**config.mk**
```make
export PLATFORM = sky130hd
export DESIGN_NAME = mux_bus_slave
export DESIGN_NICKNAME = d
export VERILOG_FILES = /design/src/rtl/mbs_pkg.sv /design/src/rtl/mbs_sync_edge.sv /design/src/rtl/mbs_delay.sv /design/src/rtl/mbs_reset_hold.sv /design/src/rtl/mbs_store.sv /design/src/rtl/mux_bus_slave.sv
export SDC_FILE = /design/constraint.sdc
export NUM_CORES = 2
export LEC_CHECK = 0
export BUFFER_PORTS_ARGS = -buffer_cell sky130_fd_sc_hd__buf_2
export CAP_MARGIN = 20
export CORE_MARGIN = 2
export CORE_UTILIZATION = 65
export DETAILED_ROUTE_END_ITERATION = 8
export PLACE_DENSITY = 0.79
export SYNTH_ARGS = -nofsm -noshare
export SYNTH_HDL_FRONTEND = slang
export SYNTH_HIERARCHICAL = 1
export SYNTH_SLANG_ARGS = --single-unit
export TNS_END_PERCENT = 30
```
**constraint.sdc**
```tcl
create_clock -name clk -period 7.05 [get_ports clk]
set_input_delay 1.41 -clock clk [delete_from_list [all_inputs] [get_ports clk]]
set_output_delay 1.41 -clock clk [all_outputs]
set_load 0.005 [all_outputs]
```
**src/rtl/mbs_pkg.sv**
```systemverilog
package mbs_pkg;

  typedef enum logic {
    SPACE_REG = 1'b0,
    SPACE_RAM = 1'b1
  } space_e;

  typedef struct packed {
    logic [7:0] hi;
    logic [7:0] lo;
  } bus_word_t;

endpackage

```
**src/rtl/mbs_sync_edge.sv**
```systemverilog
module mbs_sync_edge #(
  parameter int STAGES      = 2,
  parameter bit RST_VAL     = 1'b1,
  parameter bit DETECT_RISE = 1'b0
) (
  input  logic clk,
  input  logic rst_n,
  input  logic async_i,
  output logic level_o,
  output logic last_o,
  output logic edge_o
);

  logic [STAGES-1:0] chain_q;
  logic              last_q;

  always_ff @(posedge clk or negedge rst_n) begin
    if (!rst_n) begin
      chain_q <= {STAGES{RST_VAL}};
      last_q  <= RST_VAL;
    end else begin
      chain_q <= {chain_q[STAGES-2:0], async_i};
      last_q  <= chain_q[STAGES-1];
    end
  end

  assign level_o = chain_q[STAGES-1];
  assign last_o  = last_q;

  generate
    if (DETECT_RISE) begin : g_rise
      assign edge_o = level_o & ~last_q;
    end else begin : g_fall
      assign edge_o = ~level_o & last_q;
    end
  endgenerate

  AST_SINGLE_CYCLE_EDGE: assert property (@(posedge clk) disable iff (!rst_n)
    edge_o |=> !edge_o);

endmodule

```
**src/rtl/mbs_delay.sv**
```systemverilog
module mbs_delay #(
  parameter int WIDTH = 16,
  parameter int DEPTH = 3
) (
  input  logic             clk,
  input  logic             rst_n,
  input  logic [WIDTH-1:0] d_i,
  output logic [WIDTH-1:0] d_o
);

  logic [WIDTH-1:0] stage_w [DEPTH];

  for (genvar g = 0; g < DEPTH; g++) begin : g_stage
    logic [WIDTH-1:0] feed;
    logic [WIDTH-1:0] q;
    if (g == 0) begin : g_head
      assign feed = d_i;
    end else begin : g_body
      assign feed = stage_w[g-1];
    end
    always_ff @(posedge clk or negedge rst_n) begin
      if (!rst_n) q <= '0;
      else        q <= feed;
    end
    assign stage_w[g] = q;
  end

  assign d_o = stage_w[DEPTH-1];

endmodule

```
**src/rtl/mbs_reset_hold.sv**
```systemverilog
module mbs_reset_hold #(
  parameter int HOLD = 400
) (
  input  logic clk,
  input  logic rst_n,
  output logic ready_o
);

  localparam int            CW     = $clog2(HOLD + 1);
  localparam logic [CW-1:0] HOLD_C = CW'(HOLD);
  localparam logic [CW-1:0] ONE_C  = CW'(1);

  logic [CW-1:0] cnt_q;
  logic [CW-1:0] cnt_d;
  logic          rst_seen_q;
  logic          ready_q;

  always_comb begin
    if (rst_n)            cnt_d = cnt_q;
    else if (rst_seen_q)  cnt_d = ONE_C;
    else if (cnt_q >= HOLD_C) cnt_d = HOLD_C;
    else                  cnt_d = cnt_q + ONE_C;
  end

  always_ff @(posedge clk) begin
    rst_seen_q <= rst_n;
    cnt_q      <= cnt_d;
  end

  always_ff @(posedge clk or negedge rst_n) begin
    if (!rst_n) ready_q <= 1'b0;
    else        ready_q <= (cnt_q == HOLD_C);
  end

  assign ready_o = ready_q;

  AST_READY_AFTER_FULL_HOLD: assert property (@(posedge clk) disable iff (!rst_n)
    $rose(ready_o) |-> ($past(cnt_q) == HOLD_C));

endmodule

```
**src/rtl/mbs_store.sv**
```systemverilog
module mbs_store
  import mbs_pkg::*;
#(
  parameter int REG_NUM   = 16,
  parameter int RAM_DEPTH = 256
) (
  input  logic       clk,
  input  logic       rst_n,
  input  logic       we_i,
  input  logic       re_i,
  input  space_e     space_i,
  input  logic [7:0] addr_i,
  input  logic [7:0] wdata_i,
  output logic [7:0] rdata_o
);

  localparam int         REG_AW  = $clog2(REG_NUM);
  localparam int         RAM_AW  = $clog2(RAM_DEPTH);
  localparam logic [8:0] REG_LIM = 9'(REG_NUM);
  localparam logic [8:0] RAM_LIM = 9'(RAM_DEPTH);

  logic [7:0] reg_view [REG_NUM];
  logic [7:0] ram_q    [RAM_DEPTH];
  logic [7:0] rd_val;
  logic [7:0] rdata_q;
  logic       reg_hit;
  logic       ram_hit;

  assign reg_hit = (space_i == SPACE_REG) && ({1'b0, addr_i} < REG_LIM);
  assign ram_hit = (space_i == SPACE_RAM) && ({1'b0, addr_i} < RAM_LIM);

  for (genvar r = 0; r < REG_NUM; r++) begin : g_reg
    logic [7:0] q;
    always_ff @(posedge clk or negedge rst_n) begin
      if (!rst_n)                                    q <= 8'h00;
      else if (we_i && reg_hit && addr_i == 8'(r))  q <= wdata_i;
    end
    assign reg_view[r] = q;
  end

  always_ff @(posedge clk) begin
    if (we_i && ram_hit) ram_q[addr_i[RAM_AW-1:0]] <= wdata_i;
  end

  always_comb begin
    if (reg_hit)      rd_val = reg_view[addr_i[REG_AW-1:0]];
    else if (ram_hit) rd_val = ram_q[addr_i[RAM_AW-1:0]];
    else              rd_val = 8'h00;
  end

  always_ff @(posedge clk or negedge rst_n) begin
    if (!rst_n)    rdata_q <= 8'h00;
    else if (re_i) rdata_q <= rd_val;
  end

  assign rdata_o = rdata_q;

endmodule

```
**src/rtl/mux_bus_slave.sv**
```systemverilog
module mux_bus_slave
  import mbs_pkg::*;
#(
  parameter logic [6:0] CS_TAG      = 7'h40,
  parameter int         REG_NUM     = 16,
  parameter int         RAM_DEPTH   = 256,
  parameter int         SYNC_STAGES = 2,
  parameter int         RST_HOLD    = 400
) (
  input  logic       clk,
  input  logic       rst_n,
  input  logic       ale_i,
  input  logic       rd_n_i,
  input  logic       wr_n_i,
  input  logic [7:0] ahi_i,
  input  logic [7:0] ad_i,
  output logic [7:0] ad_o,
  output logic       ad_oe_o,
  output logic       ready_o
);

  localparam int PIPE_DEPTH = SYNC_STAGES + 1;
  localparam int WORD_W     = $bits(bus_word_t);

  logic rd_lvl, rd_last, rd_fall;
  logic wr_unused_lvl, wr_unused_last, wr_rise;
  logic ale_unused_lvl, ale_unused_last, ale_fall;

  mbs_sync_edge #(.STAGES(SYNC_STAGES), .RST_VAL(1'b1), .DETECT_RISE(1'b0)) u_rd_sync (
    .clk(clk), .rst_n(rst_n), .async_i(rd_n_i),
    .level_o(rd_lvl), .last_o(rd_last), .edge_o(rd_fall)
  );

  mbs_sync_edge #(.STAGES(SYNC_STAGES), .RST_VAL(1'b1), .DETECT_RISE(1'b1)) u_wr_sync (
    .clk(clk), .rst_n(rst_n), .async_i(wr_n_i),
    .level_o(wr_unused_lvl), .last_o(wr_unused_last), .edge_o(wr_rise)
  );

  mbs_sync_edge #(.STAGES(SYNC_STAGES), .RST_VAL(1'b0), .DETECT_RISE(1'b0)) u_ale_sync (
    .clk(clk), .rst_n(rst_n), .async_i(ale_i),
    .level_o(ale_unused_lvl), .last_o(ale_unused_last), .edge_o(ale_fall)
  );

  bus_word_t bus_now;
  bus_word_t bus_d;
  bus_word_t addr_q;

  assign bus_now.hi = ahi_i;
  assign bus_now.lo = ad_i;

  mbs_delay #(.WIDTH(WORD_W), .DEPTH(PIPE_DEPTH)) u_bus_dly (
    .clk(clk), .rst_n(rst_n), .d_i(bus_now), .d_o(bus_d)
  );

  always_ff @(posedge clk or negedge rst_n) begin
    if (!rst_n)        addr_q <= '0;
    else if (ale_fall) addr_q <= bus_d;
  end

  logic ready_w;

  mbs_reset_hold #(.HOLD(RST_HOLD)) u_hold (
    .clk(clk), .rst_n(rst_n), .ready_o(ready_w)
  );

  logic   cs_w, go_w, rd_req, wr_req;
  space_e space_w;

  assign cs_w    = (addr_q.hi[7:1] == CS_TAG);
  assign go_w    = cs_w & ready_w;
  assign rd_req  = rd_fall & go_w;
  assign wr_req  = wr_rise & go_w;
  assign space_w = space_e'(addr_q.hi[0]);

  mbs_store #(.REG_NUM(REG_NUM), .RAM_DEPTH(RAM_DEPTH)) u_store (
    .clk(clk), .rst_n(rst_n),
    .we_i(wr_req), .re_i(rd_req), .space_i(space_w),
    .addr_i(addr_q.lo), .wdata_i(bus_d.lo), .rdata_o(ad_o)
  );

  logic oe_q;

  always_ff @(posedge clk or negedge rst_n) begin
    if (!rst_n) oe_q <= 1'b0;
    else        oe_q <= rd_req | (oe_q & ~rd_lvl);
  end

  assign ad_oe_o = oe_q;
  assign ready_o = ready_w;

  AST_OE_IN_WINDOW: assert property (@(posedge clk) disable iff (!rst_n)
    ad_oe_o |-> cs_w);

  AST_OE_NOT_UNREADY: assert property (@(posedge clk) disable iff (!rst_n)
    !ready_o |-> !ad_oe_o);

  AST_OE_INSIDE_READ: assert property (@(posedge clk) disable iff (!rst_n)
    ad_oe_o |-> !rd_last);

  AST_RDATA_STEADY: assert property (@(posedge clk) disable iff (!rst_n)
    (ad_oe_o && $past(ad_oe_o)) |-> $stable(ad_o));

endmodule

```
==> impl_summary.md <==
Floorplan
The die covers between 100,000 and 150,000 um^2. The floorplan step set the die height to between 300 and 400 um. The horizontal die dimension is 374 um. During I/O placement, the number of pins put on the boundary was 31. The starting density of the core is 0.656. The floorplan core area is around 140,000 um^2. After floorplanning, the core was divided into between 100 and 150 placement rows.

Setup path
In this design, the stage delay of the slowest critical-path cell is 940 ps. The startpoint identified for the worst register-to-register timing path is addr_q[1]. The critical path ends at u_store/rdata_o[0]. Across all register-to-register paths, the minimum setup slack is roughly 2200 ps. Traced cell by cell, the critical path runs through buf_12 > buf_4 > mux4_2 > o21ai_0 > nand2b_1 > nand4_1 > o21ai_1 > a31oi_1 > a211o_1. The largest individual stage delay along the critical path comes from the cell sky130_fd_sc_hd__dfrtp_4. The number of cells traversed by the worst register-to-register path is 9. The endpoint of the lowest-slack register-to-register path is u_store/rdata_o[0]. At the worst endpoint, the required time is 7780 ps. The kind of end point of the critical path is a register.

By startpoint and endpoint, the worst setup path is classified as reg -> reg. The most critical setup path has its startpoint at addr_q[1]. Of all nets on the critical path, the largest fanout is 136. The cell depth of the worst setup path is 9.

STA classifies the critical path startpoint as a register. The arrival time at the worst endpoint is about 5600 ps. The number of buffers and inverters on the critical path is 2. The family with the most delay on the worst path is compound AO/OA/AOI/OAI gates.

Synth
The most frequently used flop master after synthesis is sky130_fd_sc_hd__edfxtp_1. Of the post-synthesis cell area, the dominant cell type holds 0.695. The count of state elements after synthesis is between 2,000 and 2,500. The total nets after synthesis is between 4,000 and 5,000. The share of the Yosys chip area taken by registers is 0.755.

Counting every instance in the synthesized netlist gives between 4,000 and 5,000. The number of enable flip-flop cells after synthesis is between 2,000 and 2,500. The cell taking the most area after synthesis is sky130_fd_sc_hd__edfxtp_1. By area the synthesized netlist is led by sky130_fd_sc_hd__edfxtp_1, sky130_fd_sc_hd__mux4_2, sky130_fd_sc_hd__dfrtp_1. After synthesis, the mean cell area works out to about 20 um^2. By count the netlist is led by sky130_fd_sc_hd__edfxtp_1, sky130_fd_sc_hd__mux4_2, sky130_fd_sc_hd__nor2_1.

The netlist area before placement is 88,800 um^2. The synthesized netlist contains 72 unique library cells. sky130_fd_sc_hd__edfxtp_1 is the most common cell in the netlist. The number of warning messages in the yosys log is 6. Counting flops with an async set or reset pin after synthesis yields a share of 0.0930.

Cells and area
Compared with the post-synthesis result, the final layout area differs by 9.46%. Fill cells in the final layout number around 7,700. The summed area of non-filler cells in the final layout is 97,200 um^2. The fraction of final layout cells with drive strength greater than 1 is 0.219. For this run, the number of standard cells in the final layout without fillers is between 6,000 and 7,000. In the final design database the tool counted about 4,600 nets.

Placement
The count of input and output buffers is 30. The number of placed instances with taps included is slightly above 6,000. The final weighted congestion in routability-driven placement is about 0.94. The estimated wirelength of the detail-placed design is 123,000 um.

The placed standard-cell area is 90,600 um^2.

Timing
The worst setup skew after layout is about 28 ps. At the pin with the least slew margin, the transition time is about 1100 ps. Setup violations remaining at the end of the flow were counted as 0.

Setup repair after global routing left no endpoint under its margin. The final setup TNS is 0 ps. The final max-slew violation count is 0. The hold slack is around 340 ps. The worst path needs roughly 5000 ps of the cycle, external delays included. The highest achievable clock rate is ~0.2 GHz. The tightest slew margin relative to the limit is 0.259.

Of the available clock period, the critical path in the final layout requires 0.692. The number of hold-slack violations in the final timing report is 0.

Clock network
The clock tree synthesis step divided the H-tree into 4 levels. Hold repair after CTS inserted 0 buffers. Clock-pin slew was measured on the worst setup and hold paths at 60 ps. The post-CTS setup buffer count is 0. The post-cts resize count is 0.

The number of clock sinks is 2,269. The maximum root-to-sink buffer count is 3. The root buffer selected by CTS is sky130_fd_sc_hd__clkbuf_16. The worst-skew pair later-pin latency is 840 ps.

The CTS buffer count is between 200 and 250. The TritonCTS clock tree is built.

Pwr
The cell-internal power is around 22 mW. The share of power burned in combinational logic is 0.100. The worst-case vdd ir drop is ~0.00030 V. Power spread over the standard cell area amounts to between 200 and 300 nW/um^2.

The sequential share of power is 0.521. The analysis attributes to cell leakage a power of 31.9 nW. For this design the total switching power over the nets is slightly below 7 mW. The power share of the clock group is 0.379. The overall power of the completed layout is between 20 and 30 mW. Of the total power, the share spent switching nets is 0.237.

Route
The first-pass iteration count of the detailed router is 6. The antenna violation net count after detailed routing is 0. For this run, design rule violations remaining after detail routing come to 0. The sum of routed wire length over all layers is about 220,000 um. The routed via count is 46,432. The detailed router finished its first iteration with around 6,800 violations. The average wire per cell in the routed design is approximately 33 um.

Dividing the detail-routed via count by the number of cells gives 7.07.

Status
The run finished with clean final reports.

Flow run
Across the run, the number of max-cap violations was 0.

Hold path
The worst hold path class is reg -> reg. The startpoint of the worst hold path is u_bus_dly/g_stage[1].q[2].

Global routing
The number of global-route vias before repair is between 40,000 and 50,000. The global-route wire length before repair is roughly 320,000 um. After global routing the overflow that remains totals 0. The largest net degree at the start of global routing is around 200. The initial antenna violation count is 7.

The overall track demand over capacity in global routing is 0.313.
## how the worst min path moves through the flow
stage	endpoint	cells past startpoint
after detailed placement	u_bus_dly/d_o[10]	0
after global routing	u_bus_dly/d_o[1]	0
final	u_bus_dly/d_o[2]	0
after floorplan	u_ale_sync/chain_q[1]	0
after CTS	u_bus_dly/d_o[2]	0
after global placement	u_bus_dly/g_stage[1].q[6]	0
## layer usage
| layer | up-vias | GRT usage | wire length (um) |
|---|---|---|---|
| met3 | 547 | 0.0706 | 25700 |
| li1 | 18584 | - | - |
| met5 | - | 0 | 56 |
| met1 | 24010 | 0.437 | 77200 |
| met2 | 3283 | 0.482 | 103000 |
| met4 | 8 | 0.144 | 10900 |
## stage by stage
| step | setup slack [ps] | util |
|---|---|---|
| after CTS | 2340 | 0.717 |
| after global placement | 2450 | 0.669 |
| after detailed placement | 2430 | 0.669 |
| after global routing | 2000 | 0.718 |
| after floorplan | 2970 | - |
| final | 2170 | 0.718 |
## cell families (layout without fill, tap and decap cells)
logic type | count (synthesis) | count (layout) | share of synthesized area
other cells | 0 | 3 | 0
simple gates | 783 | 783 | 0.0418
fa+ha+maj | 2 | 2 | 0.000282
mux | 840 | 840 | 0.155
xor+xnor | 3 | 3 | 0.000296
flops | 2269 | 2269 | 0.755
compound gates | 379 | 379 | 0.0300
buf+inv | 288 | 503 | 0.0170
## cell usage in the layout, fill, tap and decap left out, types with 8 or more instances in the layout
cell / Yosys / final
sky130_fd_sc_hd__buf_12: 1 / 12
sky130_fd_sc_hd__buf_2: 102 / 29
sky130_fd_sc_hd__a221oi_1: 9 / 9
sky130_fd_sc_hd__and3_1: 22 / 22
sky130_fd_sc_hd__clkbuf_16: 0 / 214
sky130_fd_sc_hd__nand2_1: 174 / 174
sky130_fd_sc_hd__clkinv_2: 0 / 38
sky130_fd_sc_hd__mux4_2: 416 / 416
sky130_fd_sc_hd__mux2i_1: 273 / 273
sky130_fd_sc_hd__a31oi_1: 26 / 26
sky130_fd_sc_hd__nand2b_1: 9 / 9
sky130_fd_sc_hd__nor2b_1: 11 / 8
sky130_fd_sc_hd__inv_1: 11 / 11
sky130_fd_sc_hd__nor3_1: 12 / 10
sky130_fd_sc_hd__a311oi_1: 8 / 8
sky130_fd_sc_hd__nor2_2: 6 / 10
sky130_fd_sc_hd__buf_4: 22 / 73
sky130_fd_sc_hd__clkinv_1: 0 / 35
sky130_fd_sc_hd__a21oi_1: 74 / 74
sky130_fd_sc_hd__a22o_1: 21 / 21
sky130_fd_sc_hd__dfrtp_1: 205 / 191
sky130_fd_sc_hd__mux2_2: 151 / 151
sky130_fd_sc_hd__o22ai_1: 38 / 38
sky130_fd_sc_hd__clkbuf_1: 104 / 54
sky130_fd_sc_hd__a22oi_1: 124 / 124
sky130_fd_sc_hd__dfrtp_4: 0 / 11
sky130_fd_sc_hd__nor2_1: 324 / 320
sky130_fd_sc_hd__bufinv_16: 0 / 12
sky130_fd_sc_hd__edfxtp_1: 2057 / 2057
sky130_fd_sc_hd__nand4_1: 43 / 43
sky130_fd_sc_hd__o21ai_0: 19 / 19
sky130_fd_sc_hd__nand3_2: 10 / 10
sky130_fd_sc_hd__nand3_1: 126 / 126
## power by group through the flow
stage / Clock [mW] / Sequential (mW) / Combinational, mW
2_1_floorplan: 0 / 15.2 / 1.88
3_3_place_gp: 0 / 15.2 / 2.73
3_5_place_dp: 0 / 15.2 / 2.76
4_1_cts: 11.0 / 14.9 / 2.80
5_1_grt: 11.5 / 14.9 / 2.95
6_report: 10.9 / 14.9 / 2.85
## state kept, by name (all words and copies together) (netlist names), 8 cells and up
register             flops
addr_q                  16
u_bus_dly/d_o           16
u_bus_dly/g_stage.q     32
u_store/g.q            128
u_store/rdata_o          8
u_hold/cnt_q             9
u_store/ram_q         2048
## worst reg2reg max path, cell delays in order, from the launching register on
cell	delay [ps]
sky130_fd_sc_hd__dfrtp_4	940
sky130_fd_sc_hd__buf_12	610
sky130_fd_sc_hd__buf_4	980
sky130_fd_sc_hd__mux4_2	590
sky130_fd_sc_hd__o21ai_0	240
sky130_fd_sc_hd__nand2b_1	150
sky130_fd_sc_hd__nand4_1	110
sky130_fd_sc_hd__o21ai_1	500
sky130_fd_sc_hd__a31oi_1	330
sky130_fd_sc_hd__a211o_1	320
## area by class of cell
cell class                      count  area (um^2)  share of cell area
Antenna cell                        3         7.51           0.0000772
Clock buffer                      274         5640              0.0580
Clock inverter                     97          850             0.00874
Inverter                           12         45.0            0.000463
Multi-Input combinational cell   2007        20300               0.209
Sequential cell                  2269        67100               0.690
Tap cell                         1781         2230              0.0229
Timing Repair Buffer              120         1060              0.0109
Power figures use the tool's default switching activity.
